===== config.mk =====
export PLATFORM = sky130hd
export DESIGN_NAME = phase_xor_meter
export DESIGN_NICKNAME = d
export VERILOG_FILES = /design/src/rtl/phase_pkg.sv /design/src/rtl/sign_relay.sv /design/src/rtl/xor_window_counter.sv /design/src/rtl/phase_averager.sv /design/src/rtl/seq_divider.sv /design/src/rtl/phase_xor_meter.sv
export SDC_FILE = /design/constraint.sdc
export NUM_CORES = 1
export LEC_CHECK = 0
export BUFFER_PORTS_ARGS = -buffer_cell sky130_fd_sc_hd__buf_4
export CORE_AREA = 3 3 184 186
export CTS_CLUSTER_DIAMETER = 30
export DETAILED_ROUTE_END_ITERATION = 6
export DIE_AREA = 0 0 187 189
export GPL_ROUTABILITY_DRIVEN = 0
export MAX_ROUTING_LAYER = met4
export PLACE_DENSITY_LB_ADDON = 0.3
export SLEW_MARGIN = 30
export SYNTH_ARGS = -nofsm -noshare
export SYNTH_HDL_FRONTEND = slang
export SYNTH_SLANG_ARGS = --single-unit
export TNS_END_PERCENT = 5

===== constraint.sdc =====
create_clock -name clk -period 16.9 [get_ports clk]
set_clock_uncertainty 0.1 [all_clocks]
set_input_delay 1.69 -clock clk [delete_from_list [all_inputs] [get_ports clk]]
set_output_delay 1.69 -clock clk [all_outputs]
set_load 0.005 [all_outputs]

===== src/rtl/phase_pkg.sv =====
// Package shared by the phase meter modules.
// Holds the half-turn scale constant and the state type of the divider.
package phase_pkg;
    localparam int unsigned HALF_TURN_DEG = 180;

    typedef enum logic {
        DIV_IDLE = 1'b0,
        DIV_RUN  = 1'b1
    } div_state_t;
endpackage


===== src/rtl/sign_relay.sv =====
// sign_relay: turns a signed sample stream into a one-bit sign state.
// Assumes: the sample is two's complement and is valid only when strobe is high.
// A zero sample keeps the previous state, which gives hysteresis at the crossing.
module sign_relay #(
    parameter int unsigned SW = 12
) (
    input  logic                 clk,
    input  logic                 rst_n,
    input  logic                 strobe,
    input  logic signed [SW-1:0] sample,
    output logic                 sgn
);
    logic is_zero;
    assign is_zero = (sample == '0);

    // Update the sign on strobed, nonzero samples only
    always_ff @(posedge clk) begin
        if (!rst_n) begin
            sgn <= 1'b0;
        end else if (strobe && !is_zero) begin
            sgn <= ~sample[SW-1];
        end
    end

    // a positive strobed sample drives the relay high
    a_r1_positive_sets: assert property (@(posedge clk) disable iff (!rst_n)
        (strobe && !sample[SW-1] && !is_zero) |=> sgn);
    // a negative strobed sample drives the relay low
    a_r1_negative_clears: assert property (@(posedge clk) disable iff (!rst_n)
        (strobe && sample[SW-1]) |=> !sgn);
    // a zero sample does not move the relay
    a_r2_zero_holds: assert property (@(posedge clk) disable iff (!rst_n)
        (strobe && is_zero) |=> $stable(sgn));
    // no strobe, no change
    a_r3_idle_holds: assert property (@(posedge clk) disable iff (!rst_n)
        !strobe |=> $stable(sgn));
endmodule


===== src/rtl/xor_window_counter.sv =====
// xor_window_counter: counts the clock edges, within one window, at which the two relays differ.
// Assumes: the window length is latched at the edge that closes the previous window.
// A latched length of zero holds the counter idle. Each window reports its high count and its length.
module xor_window_counter #(
    parameter int unsigned PW = 16
) (
    input  logic          clk,
    input  logic          rst_n,
    input  logic          sgn_a,
    input  logic          sgn_b,
    input  logic [PW-1:0] period,
    output logic          win_done,
    output logic [PW-1:0] win_hi,
    output logic [PW-1:0] win_len
);
    logic [PW-1:0] len_q;
    logic [PW-1:0] pos_q;
    logic [PW-1:0] hi_q;
    logic          gate;
    logic          last;

    assign gate = sgn_a ^ sgn_b;
    assign last = (pos_q == len_q - PW'(1));

    // Window sequencing: idle, count, or close and relatch the length
    always_ff @(posedge clk) begin
        if (!rst_n) begin
            len_q    <= '0;
            pos_q    <= '0;
            hi_q     <= '0;
            win_done <= 1'b0;
            win_hi   <= '0;
            win_len  <= '0;
        end else begin
            win_done <= 1'b0;
            if (len_q == '0) begin
                len_q <= period;
                pos_q <= '0;
                hi_q  <= '0;
            end else if (last) begin
                win_done <= 1'b1;
                win_hi   <= hi_q + PW'(gate);
                win_len  <= len_q;
                len_q    <= period;
                pos_q    <= '0;
                hi_q     <= '0;
            end else begin
                pos_q <= pos_q + PW'(1);
                hi_q  <= hi_q + PW'(gate);
            end
        end
    end

    // a window never reports more high edges than it has edges
    a_r4_hi_bounded: assert property (@(posedge clk) disable iff (!rst_n)
        win_done |-> (win_hi <= win_len));
    // an idle counter closes no window
    a_r6_idle_quiet: assert property (@(posedge clk) disable iff (!rst_n)
        (len_q == '0) |=> !win_done);
    // a reported window always has a nonzero length
    a_r5_len_nonzero: assert property (@(posedge clk) disable iff (!rst_n)
        win_done |-> (win_len != '0));
endmodule


===== src/rtl/phase_averager.sv =====
// phase_averager: sums the high counts and the lengths over NAVG windows, then hands both to the divider.
// Assumes: NAVG >= 2. The divider is idle again before the next set completes.
// The numerator is scaled by 180 * 2^FRAC.
module phase_averager import phase_pkg::*; #(
    parameter int unsigned PW   = 16,
    parameter int unsigned NAVG = 100,
    parameter int unsigned FRAC = 2,
    localparam int unsigned SCALE = HALF_TURN_DEG << FRAC,
    localparam int unsigned QW    = $clog2(SCALE + 1),
    localparam int unsigned SW    = PW + $clog2(NAVG + 1),
    localparam int unsigned NUMW  = SW + QW
) (
    input  logic            clk,
    input  logic            rst_n,
    input  logic            win_done,
    input  logic [PW-1:0]   win_hi,
    input  logic [PW-1:0]   win_len,
    output logic            div_go,
    output logic [NUMW-1:0] num,
    output logic [SW-1:0]   den
);
    localparam int unsigned CW = $clog2(NAVG);

    logic [SW-1:0] hi_sum;
    logic [SW-1:0] len_sum;
    logic [CW-1:0] n_q;
    logic [SW-1:0] hi_next;
    logic [SW-1:0] len_next;

    assign hi_next  = hi_sum + SW'(win_hi);
    assign len_next = len_sum + SW'(win_len);

    // Accumulate each window; on the last window of a set, launch the divide
    always_ff @(posedge clk) begin
        if (!rst_n) begin
            hi_sum  <= '0;
            len_sum <= '0;
            n_q     <= '0;
            div_go  <= 1'b0;
            num     <= '0;
            den     <= '0;
        end else begin
            div_go <= 1'b0;
            if (win_done) begin
                if (n_q == CW'(NAVG - 1)) begin
                    div_go  <= 1'b1;
                    num     <= NUMW'(hi_next) * NUMW'(SCALE);
                    den     <= len_next;
                    hi_sum  <= '0;
                    len_sum <= '0;
                    n_q     <= '0;
                end else begin
                    hi_sum  <= hi_next;
                    len_sum <= len_next;
                    n_q     <= n_q + CW'(1);
                end
            end
        end
    end

    // the window index stays inside one averaging set
    a_r7_count_in_range: assert property (@(posedge clk) disable iff (!rst_n)
        n_q < CW'(NAVG));
    // a launched divide always has at least NAVG clocks in its divisor
    a_r7_den_floor: assert property (@(posedge clk) disable iff (!rst_n)
        div_go |-> (den >= SW'(NAVG)));
endmodule


===== src/rtl/seq_divider.sv =====
// seq_divider: restoring divider that produces one quotient bit per clock.
// Assumes: the quotient fits in QW bits (the numerator is below den * 2^QW).
// go arrives only while the divider is idle. The quotient is held until the next result.
module seq_divider import phase_pkg::*; #(
    parameter int unsigned NUMW = 33,
    parameter int unsigned DENW = 23,
    parameter int unsigned QW   = 10,
    parameter int unsigned QMAX = 720
) (
    input  logic            clk,
    input  logic            rst_n,
    input  logic            go,
    input  logic [NUMW-1:0] num,
    input  logic [DENW-1:0] den,
    output logic            q_valid,
    output logic [QW-1:0]   quot
);
    localparam int unsigned SCW = $clog2(QW + 1);

    div_state_t       st;
    logic [NUMW-1:0]  rem_q;
    logic [NUMW-1:0]  dsh_q;
    logic [QW-1:0]    acc_q;
    logic [SCW-1:0]   sc_q;
    logic             take;
    logic [QW-1:0]    acc_next;

    // One trial subtraction per step
    always_comb begin
        take     = (rem_q >= dsh_q);
        acc_next = {acc_q[QW-2:0], take};
    end

    // Load on go, run QW steps, publish the quotient
    always_ff @(posedge clk) begin
        if (!rst_n) begin
            st      <= DIV_IDLE;
            rem_q   <= '0;
            dsh_q   <= '0;
            acc_q   <= '0;
            sc_q    <= '0;
            q_valid <= 1'b0;
            quot    <= '0;
        end else begin
            q_valid <= 1'b0;
            case (st)
                DIV_IDLE: begin
                    if (go) begin
                        rem_q <= num;
                        dsh_q <= NUMW'(den) << (QW - 1);
                        acc_q <= '0;
                        sc_q  <= SCW'(QW);
                        st    <= DIV_RUN;
                    end
                end
                DIV_RUN: begin
                    if (take) begin
                        rem_q <= rem_q - dsh_q;
                    end
                    acc_q <= acc_next;
                    dsh_q <= dsh_q >> 1;
                    sc_q  <= sc_q - SCW'(1);
                    if (sc_q == SCW'(1)) begin
                        quot    <= acc_next;
                        q_valid <= 1'b1;
                        st      <= DIV_IDLE;
                    end
                end
                default: st <= DIV_IDLE;
            endcase
        end
    end

    // a divide is never started while one is running
    a_r8_go_only_idle: assert property (@(posedge clk) disable iff (!rst_n)
        go |-> (st == DIV_IDLE));
    // the published phase never exceeds half a turn
    a_r7_quot_bounded: assert property (@(posedge clk) disable iff (!rst_n)
        q_valid |-> (quot <= QW'(QMAX)));
    // the result strobe lasts one cycle
    a_r8_single_pulse: assert property (@(posedge clk) disable iff (!rst_n)
        q_valid |=> !q_valid);
    // the result holds between strobes
    a_r8_result_holds: assert property (@(posedge clk) disable iff (!rst_n)
        !q_valid |-> $stable(quot));
endmodule


===== src/rtl/phase_xor_meter.sv =====
// phase_xor_meter: top level of the zero-crossing XOR phase meter.
// Assumes: both sample streams share one strobe, and period_clks is the injection period in clocks.
// The output is in quarter degrees (FRAC fractional bits) and is averaged over NAVG windows.
module phase_xor_meter import phase_pkg::*; #(
    parameter int unsigned SAMP_W = 12,
    parameter int unsigned PER_W  = 16,
    parameter int unsigned NAVG   = 100,
    parameter int unsigned FRAC   = 2,
    localparam int unsigned PH_W  = $clog2((HALF_TURN_DEG << FRAC) + 1)
) (
    input  logic                     clk,
    input  logic                     rst_n,
    input  logic                     samp_valid,
    input  logic signed [SAMP_W-1:0] samp_a,
    input  logic signed [SAMP_W-1:0] samp_b,
    input  logic [PER_W-1:0]         period_clks,
    output logic [PH_W-1:0]          phase_deg,
    output logic                     phase_valid
);
    localparam int unsigned SCALE = HALF_TURN_DEG << FRAC;
    localparam int unsigned SW    = PER_W + $clog2(NAVG + 1);
    localparam int unsigned NUMW  = SW + PH_W;

    logic signed [SAMP_W-1:0] lane [2];
    logic [1:0]               sgn;
    logic                     win_done;
    logic [PER_W-1:0]         win_hi;
    logic [PER_W-1:0]         win_len;
    logic                     div_go;
    logic [NUMW-1:0]          num;
    logic [SW-1:0]            den;

    assign lane[0] = samp_a;
    assign lane[1] = samp_b;

    // One sign relay per input channel
    for (genvar g = 0; g < 2; g++) begin : g_relay
        sign_relay #(.SW(SAMP_W)) i_relay (
            .clk    (clk),
            .rst_n  (rst_n),
            .strobe (samp_valid),
            .sample (lane[g]),
            .sgn    (sgn[g])
        );
    end

    xor_window_counter #(.PW(PER_W)) i_window (
        .clk      (clk),
        .rst_n    (rst_n),
        .sgn_a    (sgn[0]),
        .sgn_b    (sgn[1]),
        .period   (period_clks),
        .win_done (win_done),
        .win_hi   (win_hi),
        .win_len  (win_len)
    );

    phase_averager #(.PW(PER_W), .NAVG(NAVG), .FRAC(FRAC)) i_avg (
        .clk      (clk),
        .rst_n    (rst_n),
        .win_done (win_done),
        .win_hi   (win_hi),
        .win_len  (win_len),
        .div_go   (div_go),
        .num      (num),
        .den      (den)
    );

    seq_divider #(.NUMW(NUMW), .DENW(SW), .QW(PH_W), .QMAX(SCALE)) i_div (
        .clk     (clk),
        .rst_n   (rst_n),
        .go      (div_go),
        .num     (num),
        .den     (den),
        .q_valid (phase_valid),
        .quot    (phase_deg)
    );

    // the output is quiet in the cycle after reset
    a_r9_reset_quiet: assert property (@(posedge clk)
        !rst_n |=> (!phase_valid && phase_deg == '0));
endmodule


==> flow_summary.toml, run 1 <==
[timing]
fmax_mhz = 158.1
worst_pin_slew_ns = 0.9898
setup_tns_ns = 0
drv_slew = 0
setup_violations = 0
fin_crit_sh = 0.3744
hold_violations = 0
period_needed_ns = 6.327
rsz0062_at_grt = "false"
maxSlewHeadroom = 0.3383

[layout]
syn_to_final_growth_pct = 15.45
drive_gt1_frac = 0.09906
postLayoutCoreUtil = 0.6273
antenna_cells = 0
nets = 2395

[place]
hpwlAfterDp_mm = 30.43
port_buffers = 53

[detailed_routing]
route.detailed.drc = 0
highest_layer = "met4"
drt-total-wl_mm = 43.52
route.met3.wl_mm = 2.060
met1_length_mm = 19.29
dr_total_vias = 15410
wl_per_cell_microns = 16.28
ant_nets = 0
viasPerCell = 5.765
firstDrtPassIters = 5
wl_met2_mm = 21.00
drt_iter0_drc = 1103

[clock_tree]
cts_tree = "built"
cts_resized = 0
ctsHoldBuffers = 0
clk_pin_slew_ns = 0.06
worstSkewPairLatency_ns = 0.61
clockBufferDepth = 3
post_cts_buffers = 0
cts_made_buffers = 57
htreeDepth = 2
clock_sinks = 279
cts_root_buf = "clkbuf_16"

[setup_path]
critPathMaxFanout = 8
cp_slowest_cell = "a311oi_1"
cp_data_required_time_ns = 17.24
worstPathCellList = "ha_1, inv_1, fa_1, nor2b_1, o21ai_0, a21oi_1, o21a_1, a21o_1, a31o_2, a21oi_1, ha_1, inv_1, fa_1, fa_1, inv_1, ha_1, a21oi_1, o21ai_0, o21ai_0, o31ai_1, a311oi_1, o21ai_0, xnor2_1, a21oi_1"
arrival_ns = 6.67
critPathLaunchType = "flip-flop"
ff2ff_setup_slack_ns = 10.57
worstSetupPathType = "reg -> reg"
max_stage_delay_ns = 0.55
endpoint_kind = "flip-flop"

[synth]
yosysTopAreaCellShare = 0.3167
synthTopCellsByCount = "dfxtp_1 (279), nor2_1 (224), nand2_1 (214), a21oi_1 (167), inv_1 (154)"
synthDistinctLibCells = 81
ys.flop_type = "dfxtp_1"
synth_edf_count = 0
yosysTopAreaCell = "dfxtp_1"
syn-num-nets = 2379
syn_avg_cell_area_sq_um = 8.134
netlist_instances = 2168
synthTopCellsByArea = "dfxtp_1 (32%), ha_1 (9.6%), nor2_1 (4.8%)"
yosys_warnings = 0
synth-seq-area-share = 0.3167
ys_ff_latch = 279
synth.most_common_cell = "dfxtp_1"
async_flop_share = 0
netlist_area_sq_um = 17630

[pwr]
p_leak_nw = 8.660
clkPwrFrac = 0.568
switching_share = 0.2659
power_frac_comb = 0.102
ir_drop_mv = 0.09858
powerDensity_nw_per_um2 = 103.1
power.total_mw = 2.099
switchingPower_uw = 558.2
seqPwrFrac = 0.330
p_int_mw = 1.541

[floorplanning]
dieArea_sq_um = 35340
coreArea_sq_um = 32450
die_w_microns = 187
die_h_microns = 189
rows = 66
initial_utilization = 0.5434
pin_count = 54

[grt]
grt_pass1_vias = 15070
antenna_found_initial = 0
overflow = 0
grt_pass1_wl_mm = 72.59
grt_max_degree = 77
track_usage = 0.2486

[hold_path]
hp-class = "reg -> reg"

[flow_run]
max_cap_viol_count = 0

[run_status]
status = "finished, final reports clean"
[critical path: cells and delay by family, from the launching register on]
kind	cells	cell delay (ns)
AO/OA/AOI/OAI	13	2.94
AND/OR/NAND/NOR	1	0.11
XOR/XNOR	1	0.19
flip-flops	1	0.33
buffers and inverters	3	0.23
adder cells (fa/ha/maj)	6	2.24
[kinds of logic after synthesis]
kind of cell    share of synthesized area
simple gates                       0.1916
buf+inv                           0.06024
fa+ha+maj                          0.1332
mux                               0.01604
xor+xnor                          0.07599
compound gates                     0.2061
flops                              0.3167
[power groups by stage]
| stage | clock network (mW) | logic, mW | registers, mW |
|---|---|---|---|
| after CTS | 1.21 | 0.213 | 0.693 |
| after global placement | 0 | 0.206 | 0.706 |
| after global routing | 1.25 | 0.238 | 0.696 |
| after detailed placement | 0 | 0.212 | 0.706 |
| final | 1.19 | 0.213 | 0.694 |
| after floorplan | 0 | 0.175 | 0.698 |
[area by class of cell]
class                   instances  area, sq um
inverters                     155        586.8
repair buffers                 67        506.7
multi-input cells            1624        11020
fillers                      2718        12090
flip-flops and latches        279         5588
clock buffers                  65         1526
well taps                     442        553.0
clock inverters                41        583.1
[cell usage in the layout (no fill, tap or decap), types with 21 or more instances in the layout]
cell type	Yosys	layout
a211oi_1	57	57
o211a_1	26	26
a31oi_1	21	21
buf_4	1	66
a21o_1	33	33
clkbuf_16	0	57
nand2_1	214	214
fa_1	33	33
o21ai_0	105	105
xnor2_1	82	82
xor2_1	71	71
nand3_1	88	88
mux2i_1	26	26
and3_1	23	23
o21a_1	21	21
dfxtp_1	279	277
nor3_1	38	38
ha_1	135	135
nand4_1	27	27
inv_1	154	153
a22oi_1	21	21
a21oi_1	167	167
nor2_1	224	222
[metal layers]
layer / GRT usage / vias to the layer above
met5: - / -
li1: - / 7671
met2: 0.4184 / 392
met3: 0.03555 / 89
met1: 0.3077 / 7259
met4: 0.08578 / 0
[flip-flops by register name (all words and copies together) (netlist names)]
register and count:
i_div.rem_q 33, i_div.dsh_q 32, i_avg.num 29, i_avg.den 23, i_avg.hi_sum 23, i_avg.len_sum 23
i_window.hi_q 16, i_window.len_q 16, i_window.pos_q 16, i_window.win_hi 16, i_window.win_len 16, i_div.quot 10
i_div.acc_q 9, i_avg.n_q 7, i_div.sc_q 4, g_relay.i_relay.sgn 2, i_avg.div_go 1, i_div.q_valid 1
i_div.st 1, i_window.win_done 1
[per-stage QoR]
step                hold slack [ns]  cell area (sq um)  setup WS, ns  cells
finish                       0.3507              20360         10.57   2673
global route                 0.3668              20360         9.888   2673
CTS                          0.3530              20330         10.67   2672
detailed placement           0.3430              18220         10.75   2566
global placement             0.3423              18220         10.84   2566
floorplan                    0.3199              17630         11.38   2168
[final timing paths]
kind	startpoint	end	cells past startpoint
worst max-delay path	i_avg.hi_sum[0]	i_avg.num[29]	24
worst min-delay path	i_div.acc_q[8]	i_div.quot[9]	2
worst min register to register	i_div.acc_q[8]	i_div.quot[9]	2
worst max register to register	i_avg.hi_sum[0]	i_avg.num[29]	24
Note: power is estimated with default switching activity, not from simulation.
==> inputs of run 2 (changes only) <==
==> constraint.sdc (replaced) <==
create_clock -name clk -period 6.3 [get_ports clk]
set_clock_uncertainty 0.1 [all_clocks]
set_input_delay 0.63 -clock clk [delete_from_list [all_inputs] [get_ports clk]]
set_output_delay 0.63 -clock clk [all_outputs]
set_load 0.005 [all_outputs]
==> run 2 against run 1 <==
  * Sequential share of layout area is 0.45 points lower
  * Final cell count rose by 0.56%
  * Critical path type unchanged
  * Worst setup slack worse by 10 ns
  * Fmax up 7.1%
  * Clock-buffer cell count rose by 19
  * Worst hold slack worse by 0.19 ns
  * First-iteration DRC count shrank 1.5%
  * Core utilization is 1.0 points higher
  * Largest cell class unchanged
  * Via count up 1.0%
  * Largest power group unchanged
  * Combinational power increased to 2.7 times the previous value
  * Register-to-register slack got worse by 10 ns
  * Sequential cell count is the same
==> flow_summary.toml, run 2 (synthesis gave the netlist of run 1 again) <==
[detailed_routing]
drt-total-wl_mm = 44.12
route.detailed.drc = 0
firstDrtPassIters = 6
ant_nets = 0
viasPerCell = 5.792
dr_total_vias = 15570
drt_iter0_drc = 1087
wl_per_cell_microns = 16.41

[setup_path]
worstPathCellList = "ha_1, inv_1, fa_1, nor2b_1, o21ai_0, a21oi_2, o21a_1, a21o_1, a31oi_1, xnor2_1, ha_1, ha_1, inv_1, fa_1, inv_1, ha_1, a21oi_1, o21ai_1, or3_1, o2111ai_2, nand2_1, a21o_1, o21a_1, a32o_1"
arrival_ns = 6.27
worst-path-buf-inv = 3
worstSetupPathType = "reg -> reg"
cp_data_required_time_ns = 6.66
ff2ff_setup_slack_ns = 0.39
cp_slowest_cell = "fa_1"
r2r_cells = 24
cp_top_family = "compound AO/OA/AOI/OAI gates"
crit_cells = 24
max_stage_delay_ns = 0.50
critPathLaunchType = "flip-flop"
cpMostUsedCell = "ha_1"
endpoint_kind = "flip-flop"
critPathMaxFanout = 5

[timing]
hold_violations = 0
setup_violations = 0
period_needed_ns = 5.905
fmax_mhz = 169.3
maxSlewHeadroom = 0.3661
fin_crit_sh = 0.9373
drv_slew = 0
setup_tns_ns = 0
worst_pin_slew_ns = 0.9508

[layout]
postLayoutCoreUtil = 0.6378
largest_reg_flops = 33
antenna_cells = 0
drive_gt1_frac = 0.1064
mostFrequentLayoutCells = "dfxtp_1 (277), nor2_1 (222), nand2_1 (214)"
regMostFlops = "i_div.rem_q"
nets = 2406
syn_to_final_growth_pct = 17.38
final_common_cell = "dfxtp_1"
num-fill-cells = 2694
top_regs = "i_div.rem_q: 33 flops, i_div.dsh_q: 32 flops, i_avg.num: 29 flops"

[clock_tree]
cts_made_buffers = 66
cts_root_buf = "clkbuf_16"
htreeDepth = 3
ctsHoldBuffers = 0
clockBufferDepth = 3
cts_tree = "built"
clock_sinks = 279
clk_pin_slew_ns = 0.06
worstSkewPairLatency_ns = 0.57

[grt]
overflow = 0
grt_pass1_vias = 15450
grt_pass1_wl_mm = 73.95
track_usage = 0.2544
grt_max_degree = 119
antenna_found_initial = 0

[pwr]
switchingPower_mw = 1.483
power_frac_comb = 0.097
clkPwrFrac = 0.593
p_leak_nw = 8.840
p_int_mw = 4.530
seqPwrFrac = 0.310
switching_share = 0.2466
ir_drop_mv = 0.2751
powerDensity_nw_per_um2 = 290.5

[floorplanning]
dieArea_sq_um = 35340
rows = 66
pin_count = 54
die_h_microns = 189
coreArea_sq_um = 32450
initial_utilization = 0.5434
die_w_microns = 187

[run_status]
status = "finished, final reports clean"

[hold_path]
hp-class = "in -> reg"
hold_path_depth = 2

[place]
port_buffers = 53
hpwlAfterDp_mm = 30.55

[flow_run]
max_cap_viol_count = 0
-- run 2: per-layer routing --
metal | track usage | part of all wire | up-vias | wire (microns)
met4 | 0.1050 | 0.034 | 0 | 1507
li1 | - | - | 7698 | -
met1 | 0.3081 | 0.44 | 7392 | 19540
met5 | - | 0 | - | 0
met3 | 0.03740 | 0.042 | 111 | 1841
met2 | 0.4273 | 0.48 | 369 | 21230
-- run 2: final cells by class --
| type | count | area, sq um | area share |
|---|---|---|---|
| Timing Repair Buffer | 69 | 521.8 | 0.02521 |
| Sequential cell | 279 | 5588 | 0.2699 |
| Tap cell | 442 | 553.0 | 0.02672 |
| Clock buffer | 84 | 1862 | 0.08994 |
| Multi-Input combinational cell | 1624 | 11080 | 0.5353 |
| Inverter | 155 | 586.8 | 0.02835 |
| Clock inverter | 35 | 508.0 | 0.02454 |
-- run 2: final timing paths --
path | from | endpoint
worst max register to register | i_avg.hi_sum[0] | i_avg.num[30]
worst max-delay path | i_avg.hi_sum[0] | i_avg.num[30]
worst min-delay path | samp_a[11] | g_relay[0].i_relay.sgn
worst min register to register | i_avg.den[4] | i_avg.den[4]
-- run 2: timing repair --
item,in CTS,in global routing
setup endpoints to repair,0,8
resized for setup,0,13
setup buffers,0,1
-- run 2: power groups by stage --
stage                     Clock (mW)  Sequential, mW  Combinational, mW
after floorplan                    0            1.87              0.470
after global placement             0            1.89              0.554
after detailed placement           0            1.89              0.571
after CTS                       3.61            1.86              0.576
after global routing            3.71            1.87              0.644
final                           3.57            1.86              0.582
-- run 2: worst reg2reg max path, cell delays in order, from the launching register on --
cell and delay (ns):
dfxtp_1 0.34, ha_1 0.20, inv_1 0.07, fa_1 0.40, nor2b_1 0.14, o21ai_0 0.12, a21oi_2 0.24, o21a_1 0.21
a21o_1 0.19, a31oi_1 0.12, xnor2_1 0.33, ha_1 0.33, ha_1 0.29, inv_1 0.05, fa_1 0.50, inv_1 0.04
ha_1 0.36, a21oi_1 0.20, o21ai_1 0.19, or3_1 0.43, o2111ai_2 0.25, nand2_1 0.13, a21o_1 0.21, o21a_1 0.16
a32o_1 0.20
-- run 2: metrics by stage --
step	instance area [sq um]	total power [mW]	setup WS, ns	instances	hold WS, ns
3_3_place_gp	18230	2.446	0.3567	2567	0.3414
6_report	20700	6.013	0.3948	2688	0.1572
3_5_place_dp	18240	2.466	0.1493	2567	0.3457
5_1_grt	20700	6.222	-0.004587	2688	0.1434
2_1_floorplan	17630	2.343	0.7797	2168	0.3199
4_1_cts	20610	6.053	0.1302	2686	0.1372
